--- src/rtl/trig_match_pkg.sv ---
package trig_match_pkg;

    localparam int unsigned CFG_SEL_W = 2;

    typedef enum logic [CFG_SEL_W-1:0] {
        SEL_CAPTURE  = 2'd0,
        SEL_TRIG_EN  = 2'd1,
        SEL_LEVEL    = 2'd2,
        SEL_POLARITY = 2'd3
    } cfg_sel_e;

    // Edge test for one lane: polarity 0 = rising, 1 = falling.
    function automatic logic edge_match(input logic prev, input logic cur, input logic pol);
        return pol ? (prev & ~cur) : (~prev & cur);
    endfunction

    // Level test for one lane: input must equal polarity.
    function automatic logic level_match(input logic cur, input logic pol);
        return cur == pol;
    endfunction

endpackage

--- src/rtl/trig_cfg_regs.sv ---
module trig_cfg_regs
    import trig_match_pkg::*;
#(
    parameter int unsigned NCH = 16
) (
    input  logic                 clk,
    input  logic                 rst,
    input  logic                 we,
    input  logic [CFG_SEL_W-1:0] sel,
    input  logic [NCH-1:0]       wdata,
    output logic [NCH-1:0]       eff_en,
    output logic [NCH-1:0]       lvl,
    output logic [NCH-1:0]       pol,
    output logic                 err
);
    localparam int unsigned CNT_W = $clog2(NCH + 1);

    logic [NCH-1:0] cap_q, ten_q, lvl_q, pol_q;
    logic [NCH-1:0] edge_bits;
    logic [CNT_W-1:0] edge_cnt;

    always_ff @(posedge clk) begin
        if (rst) begin
            cap_q <= '1;
            ten_q <= '0;
            lvl_q <= '0;
            pol_q <= '0;
        end else if (we) begin
            unique case (cfg_sel_e'(sel))
                SEL_CAPTURE:  cap_q <= wdata;
                SEL_TRIG_EN:  ten_q <= wdata;
                SEL_LEVEL:    lvl_q <= wdata;
                SEL_POLARITY: pol_q <= wdata;
                default:      ;
            endcase
        end
    end

    assign eff_en    = ten_q & cap_q;
    assign edge_bits = eff_en & ~lvl_q;

    always_comb begin
        edge_cnt = '0;
        for (int i = 0; i < NCH; i++) begin
            edge_cnt = edge_cnt + CNT_W'(edge_bits[i]);
        end
    end

    assign err = edge_cnt > CNT_W'(1);
    assign lvl = lvl_q;
    assign pol = pol_q;

    assert_cfg_write_R2: assert property (@(posedge clk) disable iff (rst)
        (we && sel == SEL_TRIG_EN) |=> (ten_q == $past(wdata)));

    assert_pol_write_R2: assert property (@(posedge clk) disable iff (rst)
        (we && sel == SEL_POLARITY) |=> (pol == $past(wdata)));

endmodule

--- src/rtl/trig_chan_match.sv ---
module trig_chan_match
    import trig_match_pkg::*;
#(
    parameter int unsigned NCH = 16
) (
    input  logic [NCH-1:0] en,
    input  logic [NCH-1:0] lvl,
    input  logic [NCH-1:0] pol,
    input  logic [NCH-1:0] cur,
    input  logic [NCH-1:0] prev,
    input  logic           prev_valid,
    output logic           all_match
);
    logic [NCH-1:0] ch_ok;

    for (genvar i = 0; i < NCH; i++) begin : g_lane
        logic lvl_hit, edge_hit;
        assign lvl_hit  = level_match(cur[i], pol[i]);
        assign edge_hit = prev_valid & edge_match(prev[i], cur[i], pol[i]);
        assign ch_ok[i] = ~en[i] | (lvl[i] ? lvl_hit : edge_hit);
    end

    assign all_match = &ch_ok;

endmodule

--- src/rtl/trig_ctrl.sv ---
module trig_ctrl #(
    parameter int unsigned NCH = 16
) (
    input  logic           clk,
    input  logic           rst,
    input  logic           arm,
    input  logic           smp_en,
    input  logic [NCH-1:0] smp_data,
    input  logic           all_match,
    input  logic           cfg_err,
    output logic [NCH-1:0] prev_smp,
    output logic           prev_valid,
    output logic           trig
);
    logic armed;
    logic fire;

    assign fire = !arm && armed && smp_en && all_match && !cfg_err;

    always_ff @(posedge clk) begin
        if (rst) begin
            armed      <= 1'b0;
            prev_valid <= 1'b0;
            prev_smp   <= '0;
            trig       <= 1'b0;
        end else begin
            trig <= fire;
            if (arm) begin
                armed      <= 1'b1;
                prev_valid <= 1'b0;
            end else if (armed && smp_en) begin
                prev_smp   <= smp_data;
                prev_valid <= 1'b1;
                if (fire) armed <= 1'b0;
            end
        end
    end

    assert_single_pulse_R9: assert property (@(posedge clk) disable iff (rst)
        trig |=> !trig);

    assert_err_blocks_R7: assert property (@(posedge clk) disable iff (rst)
        trig |-> $past(!cfg_err));

    assert_needs_strobe_R9: assert property (@(posedge clk) disable iff (rst)
        trig |-> $past(armed && smp_en && !arm));

    assert_arm_wins_R10: assert property (@(posedge clk) disable iff (rst)
        arm |=> !trig);

endmodule

--- src/rtl/trig_matcher.sv ---
module trig_matcher
    import trig_match_pkg::*;
#(
    parameter int unsigned NCH = 16
) (
    input  logic                 clk,
    input  logic                 rst,
    input  logic                 cfg_we,
    input  logic [CFG_SEL_W-1:0] cfg_sel,
    input  logic [NCH-1:0]       cfg_wdata,
    input  logic                 arm,
    input  logic                 smp_en,
    input  logic [NCH-1:0]       smp_data,
    output logic                 trig_pulse,
    output logic                 cfg_err
);
    logic [NCH-1:0] eff_en, lvl, pol, prev_smp;
    logic prev_valid, all_match;

    trig_cfg_regs #(.NCH(NCH)) u_cfg (
        .clk(clk), .rst(rst), .we(cfg_we), .sel(cfg_sel), .wdata(cfg_wdata),
        .eff_en(eff_en), .lvl(lvl), .pol(pol), .err(cfg_err)
    );

    trig_chan_match #(.NCH(NCH)) u_match (
        .en(eff_en), .lvl(lvl), .pol(pol), .cur(smp_data),
        .prev(prev_smp), .prev_valid(prev_valid), .all_match(all_match)
    );

    trig_ctrl #(.NCH(NCH)) u_ctrl (
        .clk(clk), .rst(rst), .arm(arm), .smp_en(smp_en), .smp_data(smp_data),
        .all_match(all_match), .cfg_err(cfg_err), .prev_smp(prev_smp),
        .prev_valid(prev_valid), .trig(trig_pulse)
    );

    assert_no_pulse_in_reset_R1: assert property (@(posedge clk)
        rst |=> !trig_pulse);

endmodule

--- config.mk ---
export PLATFORM = sky130hd
export DESIGN_NAME = trig_matcher
export DESIGN_NICKNAME = d
export VERILOG_FILES = /design/src/rtl/trig_match_pkg.sv /design/src/rtl/trig_cfg_regs.sv /design/src/rtl/trig_chan_match.sv /design/src/rtl/trig_ctrl.sv /design/src/rtl/trig_matcher.sv
export SDC_FILE = /design/constraint.sdc
export NUM_CORES = 1
export LEC_CHECK = 0
export BUFFER_PORTS_ARGS = -buffer_cell sky130_fd_sc_hd__buf_4
export CAP_MARGIN = 30
export CORE_AREA = 4 4 100 102
export CTS_BUF_LIST = sky130_fd_sc_hd__clkbuf_8
export DETAILED_ROUTE_END_ITERATION = 10
export DIE_AREA = 0 0 104 106
export PLACE_DENSITY_LB_ADDON = 0.3
export REMOVE_ABC_BUFFERS = 1
export SLEW_MARGIN = 20
export SYNTH_ARGS = -nofsm -noshare
export SYNTH_HDL_FRONTEND = slang
export SYNTH_HIERARCHICAL = 1
export SYNTH_SLANG_ARGS = --single-unit
--- constraint.sdc ---
create_clock -name clk -period 5.11 [get_ports clk]
set_input_delay 0.511 -clock clk [delete_from_list [all_inputs] [get_ports clk]]
set_output_delay 0.511 -clock clk [all_outputs]
set_load 0.02 [all_outputs]
==> flow_results.xml <==
<?xml version="1.0" encoding="UTF-8"?>
<metrics>
  <group name="die">
    <metric name="die_h" unit="um">106</metric>
    <metric name="fp.dieW" unit="um">104</metric>
    <metric name="floorplan.die_area" unit="sq um">11000</metric>
    <metric name="ios" unit="">41</metric>
    <metric name="initial_core_util" unit="%">49.3</metric>
    <metric name="rows" unit="">35</metric>
    <metric name="coreArea" unit="sq um">9110</metric>
  </group>
  <group name="setup_path">
    <metric name="crit_path_max_fanout" unit="">3</metric>
    <metric name="criticalPathCategory" unit="">flop to output port</metric>
    <metric name="crit_path_start" unit="">u_cfg/cap_q[11]</metric>
    <metric name="crit_required" unit="ns">4.60</metric>
    <metric name="cp.arrival" unit="ns">4.47</metric>
    <metric name="regToRegStartpoint" unit="">u_cfg/cap_q[11]</metric>
    <metric name="reg2reg_depth" unit="">17</metric>
    <metric name="setup.worst_path.end_class" unit="">output port</metric>
    <metric name="start_kind" unit="">flop</metric>
  </group>
  <group name="logic_synthesis">
    <metric name="yosysWarningCount" unit="">6</metric>
    <metric name="asyncSetResetFlopFracSynth" unit="%">0</metric>
    <metric name="synth-edff-count" unit="">0</metric>
    <metric name="syn_inst" unit="">526</metric>
    <metric name="syn_avg_cell_area" unit="sq um">8.53</metric>
    <metric name="ys_flop_type" unit="">sky130_fd_sc_hd__dfxtp_1</metric>
    <metric name="share_of_the_yosys_chip_area_belonging_to_registers" unit="%">37.0</metric>
    <metric name="netlist_area" unit="sq um">4490</metric>
    <metric name="synth_seq_cells" unit="">83</metric>
    <metric name="synth_cell_type_count" unit="">46</metric>
  </group>
  <group name="sta">
    <metric name="worstMarginPinSlew" unit="ns">0.848</metric>
    <metric name="highest_clock_frequency_the_design_can_meet" unit="GHz">0.201</metric>
    <metric name="slew-limit-headroom" unit="%">43.3</metric>
    <metric name="post_route_clock_skew" unit="ns">0.00971</metric>
    <metric name="timing_max_transition_violations_final" unit="">0</metric>
    <metric name="timing.final.crit_share" unit="%">97.5</metric>
    <metric name="finalHoldViolations" unit="">0</metric>
    <metric name="finalSetupViolations" unit="">0</metric>
    <metric name="layout_min_cycle_time" unit="ns">4.98</metric>
  </group>
  <group name="detailed_routing">
    <metric name="num_vias" unit="">3597</metric>
    <metric name="drt_iter0_drc" unit="">195</metric>
    <metric name="dr.pass1.iters" unit="">4</metric>
    <metric name="routed_wire_length" unit="mm">10.0</metric>
    <metric name="drt.antenna.violating_nets" unit="">0</metric>
    <metric name="routed_via_density" unit="">5.37</metric>
    <metric name="wire_per_inst" unit="um">14.9</metric>
    <metric name="post-route-drc-count" unit="">0</metric>
  </group>
  <group name="placement">
    <metric name="port_buffers" unit="">40</metric>
    <metric name="placedCellCount" unit="">652</metric>
    <metric name="hpwl" unit="mm">6.63</metric>
    <metric name="place_congestion" unit="">0.782</metric>
    <metric name="dpl-instance-area" unit="sq um">4760</metric>
  </group>
  <group name="layout">
    <metric name="layout.cell_area.non_filler" unit="sq um">5040</metric>
    <metric name="area_growth_syn_to_layout" unit="%">12.2</metric>
    <metric name="final_layout_size_suffix_gt1_share" unit="%">17.4</metric>
    <metric name="final_nets" unit="">608</metric>
    <metric name="fin_cells" unit="">670</metric>
    <metric name="antenna-diode-count" unit="">0</metric>
  </group>
  <group name="global_route">
    <metric name="grt_start_max_net_pins" unit="">116</metric>
    <metric name="first_global_vias" unit="">3455</metric>
    <metric name="grt_usage" unit="%">18.4</metric>
    <metric name="grt_pass1_wl" unit="mm">16.5</metric>
    <metric name="antenna_violations_before_repair" unit="">0</metric>
    <metric name="globalRoute.totalOverflow" unit="">0</metric>
  </group>
  <group name="worst_hold_path">
    <metric name="min-delay-path-class" unit="">primary input to flop</metric>
    <metric name="min_path_cells" unit="">2</metric>
    <metric name="timing.hold.worst.start" unit="">arm</metric>
  </group>
  <group name="clock_network">
    <metric name="numCtsBuffers" unit="">9</metric>
    <metric name="cts_root_buffer" unit="">sky130_fd_sc_hd__clkbuf_8</metric>
    <metric name="cts.path.max_buffers" unit="">2</metric>
    <metric name="worst_skew_pair.late_latency" unit="ns">0.36</metric>
    <metric name="holdBufCountCts" unit="">0</metric>
    <metric name="cts.sink_count" unit="">83</metric>
    <metric name="path_clk_slew" unit="ns">0.08</metric>
    <metric name="tritoncts" unit="">built</metric>
    <metric name="cts_htree_levels" unit="">3</metric>
  </group>
  <group name="pwr">
    <metric name="powerDensity" unit="nW/um^2">275</metric>
    <metric name="vdd_ir_drop_max" unit="uV">160</metric>
    <metric name="static-leakage-power" unit="nW">1.82</metric>
  </group>
  <group name="run_status">
    <metric name="outcome" unit="">finished, final reports clean</metric>
  </group>
  <group name="run">
    <metric name="max_cap_violations" unit="">0</metric>
  </group>
</metrics>
## routing by layer
| layer | track usage, % | part of all wire, % | up-vias |
|---|---|---|---|
| met5 | 0 | 0 | - |
| met4 | 4.84 | 0.75 | 0 |
| met3 | 5.28 | 6.3 | 6 |
| met2 | 30.6 | 48 | 85 |
| met1 | 23.5 | 45 | 1677 |
| li1 | - | - | 1829 |
## through the flow
step	worst slack, ns	util, %	TNS (ns)	hold slack (ns)	power [W]
after global routing	-0.00237	55.3	-0.00237	0.327	0.00145
final	0.129	55.3	0	0.338	0.00138
after CTS	0.000338	54.6	0	0.315	0.00139
after detailed placement	0.400	52.3	0	0.444	0.000889
after global placement	0.510	52.0	0	0.437	0.000879
after floorplan	0.675	-	0	0.426	0.000805
## worst max-delay path, cell delays in order, from the launching register on
cell and delay [ns]:
sky130_fd_sc_hd__dfxtp_2 0.34, sky130_fd_sc_hd__and2_4 0.16, sky130_fd_sc_hd__nand2b_4 0.06, sky130_fd_sc_hd__fa_1 0.52
sky130_fd_sc_hd__inv_1 0.05, sky130_fd_sc_hd__fa_1 0.49, sky130_fd_sc_hd__inv_1 0.05, sky130_fd_sc_hd__fa_1 0.55
sky130_fd_sc_hd__fa_1 0.42, sky130_fd_sc_hd__inv_1 0.07, sky130_fd_sc_hd__ha_2 0.18, sky130_fd_sc_hd__inv_2 0.04
sky130_fd_sc_hd__fa_2 0.33, sky130_fd_sc_hd__nor2_2 0.11, sky130_fd_sc_hd__a31oi_1 0.08, sky130_fd_sc_hd__or4b_4 0.50
sky130_fd_sc_hd__buf_6 0.15
## power by group
part	internal (W)	switching [W]	total, W
clock	0.000264	0.000240	0.000504
combinational	0.0000919	0.000104	0.000196
sequential	0.000669	0.0000156	0.000684
total	0.00102	0.000360	0.00138
## cell usage in the layout (no fill, tap or decap), types with 2 or more instances in the layout
master and instances:
sky130_fd_sc_hd__nand2_1 107, sky130_fd_sc_hd__dfxtp_1 79, sky130_fd_sc_hd__a21oi_1 52, sky130_fd_sc_hd__nand2b_1 48
sky130_fd_sc_hd__buf_4 41, sky130_fd_sc_hd__nor2_1 19, sky130_fd_sc_hd__nor3_1 18, sky130_fd_sc_hd__mux2i_1 18
sky130_fd_sc_hd__a21oi_2 17, sky130_fd_sc_hd__and2_1 13, sky130_fd_sc_hd__inv_1 13, sky130_fd_sc_hd__xnor2_1 13
sky130_fd_sc_hd__clkbuf_8 12, sky130_fd_sc_hd__nand3b_1 11, sky130_fd_sc_hd__fa_1 9, sky130_fd_sc_hd__or3b_1 9
sky130_fd_sc_hd__a211o_1 9, sky130_fd_sc_hd__nor2b_1 6, sky130_fd_sc_hd__and3b_1 5, sky130_fd_sc_hd__a21boi_0 5
sky130_fd_sc_hd__ha_1 4, sky130_fd_sc_hd__dfxtp_2 4, sky130_fd_sc_hd__o311ai_0 4, sky130_fd_sc_hd__and2_4 3
sky130_fd_sc_hd__nand3_1 3, sky130_fd_sc_hd__a32oi_1 3, sky130_fd_sc_hd__clkinv_2 2, sky130_fd_sc_hd__inv_2 2
sky130_fd_sc_hd__nand3b_2 2, sky130_fd_sc_hd__and3_1 2, sky130_fd_sc_hd__nand4_1 2, sky130_fd_sc_hd__a32o_1 2
sky130_fd_sc_hd__nor3b_1 2
## cells in the mapped netlist (all sizes together), types with 3 or more instances
cell / n / area [sq um]
nand2: 107 / 402
dfxtp: 83 / 1660
a21oi: 69 / 409
nand2b: 49 / 307
nor2: 20 / 75.1
mux2i: 18 / 180
nor3: 18 / 90.1
and2: 16 / 100
buf: 16 / 156
inv: 15 / 56.3
nand3b: 13 / 105
xnor2: 13 / 114
clkbuf: 11 / 45.1
fa: 10 / 200
a211o: 9 / 78.8
or3b: 9 / 78.8
nor2b: 6 / 37.5
a21boi: 5 / 37.5
and3b: 5 / 43.8
ha: 5 / 62.6
a32oi: 4 / 42.6
o311ai: 4 / 35.0
nand3: 3 / 15.0
nor3b: 3 / 33.8
## registers in the layout (all words and copies together) (netlist names)
name,count
u_ctrl/prev_valid,1
u_cfg/pol,16
u_cfg/cap_q,16
u_ctrl/armed,1
u_ctrl/prev_smp,16
u_cfg/lvl,16
u_ctrl/trig,1
u_cfg/ten_q,16
## cell families after synthesis
| family | synth area share [%] |
|---|---|
| AOI/OAI and AO/OA | 14.3 |
| xor gates and xnor gates | 2.54 |
| adders and majority gates | 5.85 |
| buffers and inverters | 5.74 |
| DFF | 37.0 |
| muxes | 4.01 |
| and+or+nand+nor | 30.6 |
## worst paths after layout
path	end	slack [ns]
worst max-delay path	cfg_err	0.13
worst min-delay path	u_ctrl/prev_valid	0.34
worst max register to register	u_ctrl/trig	0.64
worst min register to register	u_cfg/ten_q[14]	0.45
## what timing repair did
| action | 4_1_cts | 5_1_grt |
|---|---|---|
| buffers inserted | 0 | 1 |
| setup endpoints to repair | 0 | 1 |
| resized for setup | 0 | 14 |
## final cells by class
class	instances	area, sq um
clock buffer	12	165
clock inverter	4	47.5
fill	873	4070
inverter	15	56.3
multi-input combinational	401	2590
sequential	83	1670
tap	111	139
timing repair buffer	44	367
No activity file was read; power rests on OpenSTA's default activity.
